<file path="src/rtl/pla_diag_pkg.sv">
package pla_diag_pkg;

    typedef enum logic [1:0] {
        FK_AND_HIGH = 2'b00,
        FK_AND_LOW  = 2'b01,
        FK_OR_LOW   = 2'b10,
        FK_OR_HIGH  = 2'b11
    } fault_kind_e;

    typedef enum logic [1:0] {
        ST_IDLE = 2'b00,
        ST_AND  = 2'b01,
        ST_OR   = 2'b10
    } scan_state_e;

    function automatic int max_of3(input int a, input int b, input int c);
        int m;
        m = a;
        if (b > m) m = b;
        if (c > m) m = c;
        return m;
    endfunction

    function automatic int index_width(input int a, input int b, input int c);
        int m;
        m = max_of3(a, b, c);
        return (m < 2) ? 1 : $clog2(m);
    endfunction

endpackage

</file>
<file path="src/rtl/plane_store.sv">
module plane_store #(
    parameter int DEPTH = 8,
    parameter int WIDTH = 12,
    parameter int AW    = 3
) (
    input  logic             clk,
    input  logic             rst,
    input  logic             we,
    input  logic [AW-1:0]    waddr,
    input  logic [WIDTH-1:0] wdata,
    input  logic [AW-1:0]    raddr,
    output logic [WIDTH-1:0] rdata
);
    logic [WIDTH-1:0] words [DEPTH];
    logic wr_in_range;
    logic rd_in_range;

    always_comb begin
        wr_in_range = ({1'b0, waddr} < (AW+1)'(DEPTH));
        rd_in_range = ({1'b0, raddr} < (AW+1)'(DEPTH));
        rdata = rd_in_range ? words[raddr] : '0;
    end

    always_ff @(posedge clk) begin
        if (rst) begin
            for (int k = 0; k < DEPTH; k++) words[k] <= '0;
        end else if (we && wr_in_range) begin
            words[waddr] <= wdata;
        end
    end
endmodule

</file>
<file path="src/rtl/lowest_bit_pick.sv">
module lowest_bit_pick #(
    parameter int W  = 12,
    parameter int IW = 4
) (
    input  logic [W-1:0]  vec,
    output logic          found,
    output logic [IW-1:0] pos
);
    always_comb begin
        found = |vec;
        pos   = '0;
        for (int k = W - 1; k >= 0; k--) begin
            if (vec[k]) pos = IW'(k);
        end
    end
endmodule

</file>
<file path="src/rtl/scan_sequencer.sv">
module scan_sequencer
    import pla_diag_pkg::*;
#(
    parameter int NI = 8,
    parameter int NP = 12,
    parameter int MW = 12,
    parameter int IW = 4
) (
    input  logic          clk,
    input  logic          rst,
    input  logic          start,
    input  logic [MW-1:0] fault_vec,
    input  logic          rec_ready,
    output logic          busy,
    output logic          or_phase,
    output logic [IW-1:0] scan_idx,
    output logic          rec_valid,
    output logic [IW-1:0] rec_pos,
    output logic [MW-1:0] pos_mask,
    output logic          launch,
    output logic          done
);
    scan_state_e   state;
    logic [MW-1:0] served;
    logic [MW-1:0] remaining;
    logic [MW-1:0] left_after;
    logic          any_left;
    logic          take;
    logic          step;
    logic          at_last;

    lowest_bit_pick #(.W(MW), .IW(IW)) u_pick (
        .vec  (remaining),
        .found(any_left),
        .pos  (rec_pos)
    );

    always_comb begin
        busy       = (state != ST_IDLE);
        or_phase   = (state == ST_OR);
        remaining  = busy ? (fault_vec & ~served) : '0;
        pos_mask   = MW'(1) << rec_pos;
        left_after = remaining & ~pos_mask;
        rec_valid  = any_left;
        take       = rec_valid && rec_ready;
        step       = busy && (!any_left || (take && (left_after == '0)));
        at_last    = or_phase ? (scan_idx == IW'(NP - 1)) : (scan_idx == IW'(NI - 1));
        launch     = (state == ST_IDLE) && start;
    end

    always_ff @(posedge clk) begin
        if (rst) begin
            state    <= ST_IDLE;
            scan_idx <= '0;
            served   <= '0;
            done     <= 1'b0;
        end else begin
            done <= 1'b0;
            if (launch) begin
                state    <= ST_AND;
                scan_idx <= '0;
                served   <= '0;
            end else if (busy) begin
                if (take) served <= served | pos_mask;
                if (step) begin
                    served <= '0;
                    if (at_last) begin
                        scan_idx <= '0;
                        if (or_phase) begin
                            state <= ST_IDLE;
                            done  <= 1'b1;
                        end else begin
                            state <= ST_OR;
                        end
                    end else begin
                        scan_idx <= scan_idx + 1'b1;
                    end
                end
            end
        end
    end
endmodule

</file>
<file path="src/rtl/pla_fault_locator.sv">
module pla_fault_locator
    import pla_diag_pkg::*;
#(
    parameter int NI = 8,
    parameter int NP = 12,
    parameter int NO = 6
) (
    input  logic                                  clk,
    input  logic                                  rst,
    input  logic                                  start,
    input  logic [NI-1:0]                         snap_in,
    input  logic [NP-1:0]                         snap_pt,
    input  logic [NO-1:0]                         snap_out,
    input  logic                                  and_we,
    input  logic [$clog2(NI)-1:0]                 and_waddr,
    input  logic [NP-1:0]                         and_wdata,
    input  logic                                  or_we,
    input  logic [$clog2(NP)-1:0]                 or_waddr,
    input  logic [NO-1:0]                         or_wdata,
    input  logic                                  rec_ready,
    output logic                                  rec_valid,
    output logic [1:0]                            rec_kind,
    output logic [index_width(NI, NP, NO)-1:0]    rec_row,
    output logic [index_width(NI, NP, NO)-1:0]    rec_col,
    output logic                                  busy,
    output logic                                  done
);
    localparam int AWI = $clog2(NI);
    localparam int AWP = $clog2(NP);
    localparam int MW  = (NP > NO) ? NP : NO;
    localparam int IW  = index_width(NI, NP, NO);

    logic [NI-1:0] cap_in;
    logic [NP-1:0] cap_pt;
    logic [NO-1:0] cap_out;
    logic [NP-1:0] and_pat;
    logic [NO-1:0] or_pat;
    logic [NP-1:0] and_hits;
    logic [NO-1:0] or_hits;
    logic [MW-1:0] fault_vec;
    logic [MW-1:0] pat_ext;
    logic [MW-1:0] pos_mask;
    logic [IW-1:0] scan_idx;
    logic [IW-1:0] rec_pos;
    logic          or_phase;
    logic          launch;
    logic          in_sel;
    logic          pt_sel;
    logic          pat_bit;
    fault_kind_e   kind;

    plane_store #(.DEPTH(NI), .WIDTH(NP), .AW(AWI)) u_and_store (
        .clk  (clk),
        .rst  (rst),
        .we   (and_we && !busy),
        .waddr(and_waddr),
        .wdata(and_wdata),
        .raddr(scan_idx[AWI-1:0]),
        .rdata(and_pat)
    );

    plane_store #(.DEPTH(NP), .WIDTH(NO), .AW(AWP)) u_or_store (
        .clk  (clk),
        .rst  (rst),
        .we   (or_we && !busy),
        .waddr(or_waddr),
        .wdata(or_wdata),
        .raddr(scan_idx[AWP-1:0]),
        .rdata(or_pat)
    );

    scan_sequencer #(.NI(NI), .NP(NP), .MW(MW), .IW(IW)) u_seq (
        .clk      (clk),
        .rst      (rst),
        .start    (start),
        .fault_vec(fault_vec),
        .rec_ready(rec_ready),
        .busy     (busy),
        .or_phase (or_phase),
        .scan_idx (scan_idx),
        .rec_valid(rec_valid),
        .rec_pos  (rec_pos),
        .pos_mask (pos_mask),
        .launch   (launch),
        .done     (done)
    );

    always_ff @(posedge clk) begin
        if (rst) begin
            cap_in  <= '0;
            cap_pt  <= '0;
            cap_out <= '0;
        end else if (launch) begin
            cap_in  <= snap_in;
            cap_pt  <= snap_pt;
            cap_out <= snap_out;
        end
    end

    always_comb begin
        in_sel   = |(cap_in & (NI'(1) << scan_idx));
        pt_sel   = |(cap_pt & (NP'(1) << scan_idx));
        and_hits = ~(and_pat ^ cap_pt);
        or_hits  = or_pat ^ cap_out;
        if (or_phase) begin
            fault_vec = pt_sel ? MW'(or_hits) : '0;
            pat_ext   = MW'(or_pat);
        end else begin
            fault_vec = !in_sel ? MW'(and_hits) : '0;
            pat_ext   = MW'(and_pat);
        end
        pat_bit = |(pat_ext & pos_mask);
        if (or_phase) kind = pat_bit ? FK_OR_LOW : FK_OR_HIGH;
        else          kind = pat_bit ? FK_AND_HIGH : FK_AND_LOW;
        rec_kind = kind;
        rec_row  = scan_idx;
        rec_col  = rec_pos;
    end
endmodule

</file>
<file path="config.mk">
export PLATFORM = sky130hd
export DESIGN_NAME = pla_fault_locator
export DESIGN_NICKNAME = d
export VERILOG_FILES = /design/src/rtl/pla_diag_pkg.sv /design/src/rtl/plane_store.sv /design/src/rtl/lowest_bit_pick.sv /design/src/rtl/scan_sequencer.sv /design/src/rtl/pla_fault_locator.sv
export SDC_FILE = /design/constraint.sdc
export NUM_CORES = 1
export LEC_CHECK = 0
export BUFFER_PORTS_ARGS = -buffer_cell sky130_fd_sc_hd__buf_2
export CORE_UTILIZATION = 25
export CTS_CLUSTER_SIZE = 40
export DETAILED_ROUTE_END_ITERATION = 8
export PLACE_DENSITY = 0.49
export SETUP_SLACK_MARGIN = 0.15
export SLEW_MARGIN = 30
export SYNTH_ARGS = -nofsm -noshare
export SYNTH_HDL_FRONTEND = slang
export SYNTH_SLANG_ARGS = --single-unit
</file>
<file path="constraint.sdc">
create_clock -name clk -period 3.9 [get_ports clk]
set_input_delay 0.585 -clock clk [delete_from_list [all_inputs] [get_ports clk]]
set_output_delay 0.585 -clock clk [all_outputs]
set_load 0.01 [all_outputs]
</file>
# [Word level (Yosys, flattened, before mapping)]
# Memory sizes are Yosys's and may differ from the RTL's. A register that Yosys moved wholly into a read port is not among the register bits.
# Index checks and enable logic that the tools add are counted.
[word_totals] ff_bits=45 latch_bits=0 ramBits=168 romBits=0 wordCells=111 memories=2
[op_classes] add_sub_neg=1 multipliers=0 div=0 order_cmp=2 eq_ne=3 n_shift=3 mux=49 bitwise=14 reduce_logical=29
[memory_table] memory="u_and_store.words" words=8 width=12 read_ports=1 rd_ports_with_merged_regs=1 write_ports=8 line="plane_store.sv:14" rtl="logic [WIDTH-1:0] words [DEPTH];"
[memory_table] memory="u_or_store.words" words=12 width=6 read_ports=1 rd_ports_with_merged_regs=1 write_ports=12 line="plane_store.sv:14"
[ops] op="12-bit two-way mux" count=7
[ops] op="4-bit two-way mux" count=16
[ops] op="12-bit bitwise AND" count=4
[ops] op="12-bit OR reduction" count=4
[ops] op="12-bit NOT" count=3
[ops] op="1-bit by 4-bit left shift with 12-bit output (first input constant)" count=2
[ops] op="1-bit two-way mux" count=18
[ops] op="6-bit two-way mux" count=3
[ops] op="12-bit zero test" count=1
[ops] op="12-bit OR" count=1
[ops] op="12-bit bitwise XOR" count=1
[ops] op="2-bit nonzero test" count=5
[ops] op="3-bit two-way mux" count=3
[ops] op="8-bit bitwise AND" count=1
[ops] op="4-bit < comparator (second input constant)" count=2
[ops] op="8-bit OR reduction" count=1
[ops] op="1-bit by 4-bit left shift with 8-bit output (first input constant)" count=1
[ops] op="1-bit logical AND" count=7
[ops] op="3-bit AND reduction" count=2
[ops] op="6-bit OR reduction" count=1
[ops] op="6-bit bitwise XOR" count=1
[ops] op="5-bit OR reduction" count=1
[ops] op="4-bit by 1-bit adder with 4-bit output (second input constant)" count=1
[ops] op="4-bit by 3-bit equality test with 1-bit output (second input constant)" count=1
[ops] op="9 further kinds" count=14

# [Logic depth before layout (Yosys ltp)]
[depth] ltp_word=29 ltp_mapped=17 mapped_depth_nobuf=14

# [Hierarchy]
# Synthesis repeated with hierarchy kept, for this count alone.
[unflattened] cells_unflattened=849 area_unflattened_um2=10669.0
[modules_own_cells] mod="plane_store at u_and_store" n_inst=1 cells_per_inst=283 area_per_inst_um2=4401.7
[modules_own_cells] mod="plane_store at u_or_store" n_inst=1 cells_per_inst=237 area_per_inst_um2=3405.8
[modules_own_cells] mod="pla_fault_locator" n_inst=1 cells_per_inst=161 area_per_inst_um2=1532.7
[modules_own_cells] mod="scan_sequencer" n_inst=1 cells_per_inst=146 area_per_inst_um2=1199.9
[modules_own_cells] mod="lowest_bit_pick" n_inst=1 cells_per_inst=22 area_per_inst_um2=128.9

# [Least setup slack after synthesis]
# OpenSTA, ideal clock, no wires.
[synth_timing] path_type="register to register" start="reg u_seq.scan_idx[0]" end="reg with a tool-made name" setup_time_ps=121 arrival_time_ps=3791 path_slack_ps=-12 path_stages_with_launch=14 n_path_buf=0 period_less_slack_ps=3912 cell_sequence="dfxtp_1 ha_1 ha_1 a221o_1 o41ai_2 nor2_1 a41oi_2 nand4_4 a2111oi_4 o2bb2ai_1 a2111o_1 o21a_2 a211o_1 a32o_1"
[synth_lines] item="start: declaration" line="scan_sequencer.sv:16" rtl="output logic [IW-1:0] scan_idx,"
[synth_lines] item="start signal: assignment" line="scan_sequencer.sv:76" rtl="scan_idx <= scan_idx + 1'b1;"

==> run metrics <==
worst-path fanout max=10; Max Cap Violations=0; FP Rows=79; hold_ws=roughly 280 ps; Diodes inserted=0; gpl congestion=about 0.9; Mapped Area=approximately 0.012 sq mm; Worst Hold End=cap_pt[6]; fmax=around 220 MHz; Fin. Hold Viols=0; # hold bufs at CTS=0; Yosys warning count=0; Die Area=0.0485 sq mm; min-delay src=snap_pt[6]; startpoint types=register; GRT Total Usage=0.143; Max Clock Skew=13.7 ps; layout cells sized above 1=0.322; unrepaired setup endpoints after global routing=yes; Crit Path Category=reg -> out; worst min path class=in -> reg; family with the most delay on the worst path=multiplexers; Reg clk slew, reported paths=around 60 ps; Starting Density=0.255; drt drc=10; first-pass GRT wire length=a little over 50,000 um; Max stage delay on crit path=540 ps; Via density=4.56; port buffer count=between 60 and 70; dominant synthesized flop cell=edfxtp_1; power density cells=roughly 420 mW/mm^2; routed length per instance=18.7 um; largest net degree at the start of global routing=37; Least-Margin Pin Slew=between 900 and 1000 ps; Critical Path AT=~3900 ps; syn avg cell area=between 10 and 15 sq um; total CTS buffers=29; relative slew slack=0.390; WP buf/inv=2; drt pass-1 iters=6; Final Max Tran Viols=0; chip height=approximately 220 um; clk_lat worst skew=550 ps; sequential area share after synthesis=0.567; die width=220 um; Critical Path Sink Type=output port; initial antenna violation count=3; Gate Count Post-Synth=between 900 and 1,000; reg-to-reg setup timing slack=-100 ps; Synth cell types=a little over 70; vias in the first global route=between 8,000 and 9,000; outcome=finished with violations; ys async rst share=0; most common cell after layout, fill and taps aside=edfxtp_1; Yosys reg bits=about 240; period utilisation layout=1.16; clk sinks=241; final worst setup slack=-621 ps; Routed WL=34,600 um; Initial DRC Count=between 600 and 700; EDFF count, synth=~190; Post-DRT Antenna Nets=0; CP Cell Sequence=buf_12 > mux2_2 > mux4_2 > mux2i_2 > o211ai_1 > and4b_1 > o21a_1 > o21a_1 > mux4_2 > a22oi_2 > o221ai_2 > a211oi_2 > buf_2; Syn-to-layout area delta=31.0%; Core Area=around 0.047 sq mm; Critical Path RT=~3300 ps; total number of vias=roughly 8,400; clk buf depth=3; Root Buffer=clkbuf_16; gr ovfl total=0; Hold Crit Depth=3; failing checks=DRC, setup timing; VDD IR max=between 300 and 400 uV; HPWL Detailed=approximately 25,000 um; Setup WS pre-CTS=-270 ps; worst r2r path cells=18; final setup vio count=10; leakage=slightly below 6 nW; nets=~1,300; Tmin final=roughly 4500 ps; Worst path slowest cell=mux4_2; IO Pins=70; most frequent cells in the layout=edfxtp_1 (192), and2_1 (173), buf_4 (147), nand2_1 (74), mux2i_1 (67); CTS tree=done; H-Tree Depth=1
## metal layers
metal / wire length, um / share of wire / track usage
met1: 15400 / 0.44 / 0.187
met2: 16600 / 0.48 / 0.242
met3: 1860 / 0.054 / 0.0258
met4: 766 / 0.022 / 0.0370
met5: 39 / 0.0011 / 0
## timing repair
item | in CTS | in global routing
endpoints found under the hold margin | 0 | 0
gates cloned | 2 | 0
pin swaps | 15 | 11
setup endpoints to repair | 29 | 29
buffers inserted | 18 | 7
resized for setup | 85 | 22
## cell families after synthesis
logic type      synth area share
fa+ha+maj                0.00630
compound gates            0.0933
buf+inv                   0.0291
other cells             0.000315
flops                      0.567
mux                        0.121
simple gates               0.180
xor+xnor                 0.00368
## final cells by class
class | instances | area [sq um]
timing repair buffer | 236 | 1770
tap | 607 | 759
inverter | 15 | 58.8
clock inverter | 14 | 170
fill | 4722 | 31200
clock buffer | 39 | 783
multi-input combinational | 696 | 5300
sequential | 241 | 6760
## flip-flops by register name, summed over array words and instances, names as in the netlist, named ones only
register           flops
cap_out                6
u_seq.done             1
u_seq.scan_idx         4
u_and_store.words     96
cap_in                 8
u_or_store.words      96
cap_pt                12
u_seq.served          12
u_seq.state            2
## through the flow
stage | total power [W] | cell area, sq um | std cells | utilization | TNS [ps]
final | 0.00659 | 15600 | 1848 | 0.334 | -1770
after global routing | 0.00684 | 15600 | 1848 | 0.334 | -4770
after CTS | 0.00663 | 15400 | 1841 | 0.330 | -1800
after detailed placement | 0.00378 | 14000 | 1768 | 0.299 | -4360
after global placement | 0.00377 | 14000 | 1768 | 0.299 | -4280
after floorplan | 0.00339 | 12000 | 1002 | - | 0
## power breakdown
group	internal, W	total (W)	switching [W]
registers	0.00289	0.00294	0.0000558
logic	0.000423	0.000916	0.000492
clock network	0.00166	0.00273	0.00107
total	0.00497	0.00659	0.00162
## worst min-delay path, delay by kind of cell
kind / cells / cell delay, ps
buffers and inverters: 1 / 100
AND/OR/NAND/NOR: 1 / 50
AO/OA/AOI/OAI: 1 / 50
## cells in the mapped netlist (all sizes together) (10+ instances only)
library cell | n | share of area
nand3 | 11 | 0.0046
a31oi | 11 | 0.0076
inv | 14 | 0.0044
clkbuf | 26 | 0.0085
dfxtp | 49 | 0.082
edfxtp | 192 | 0.48
a21oi | 41 | 0.017
and2 | 175 | 0.092
o21ai | 35 | 0.015
mux4 | 28 | 0.053
nand2 | 77 | 0.024
a22oi | 21 | 0.013
buf | 24 | 0.016
nor3 | 11 | 0.0046
mux2 | 10 | 0.0095
nor2 | 59 | 0.019
mux2i | 70 | 0.059
## how the worst max path moves through the flow
stage | to | slack [ps] | depth (start not counted)
floorplan | register | 150 | 13
global placement | rec_kind[0] | -280 | 12
detailed placement | register | -270 | 14
CTS | rec_kind[0] | -710 | 13
global route | rec_kind[0] | -760 | 13
finish | rec_kind[0] | -620 | 13
(Power assumes the default switching activity.)
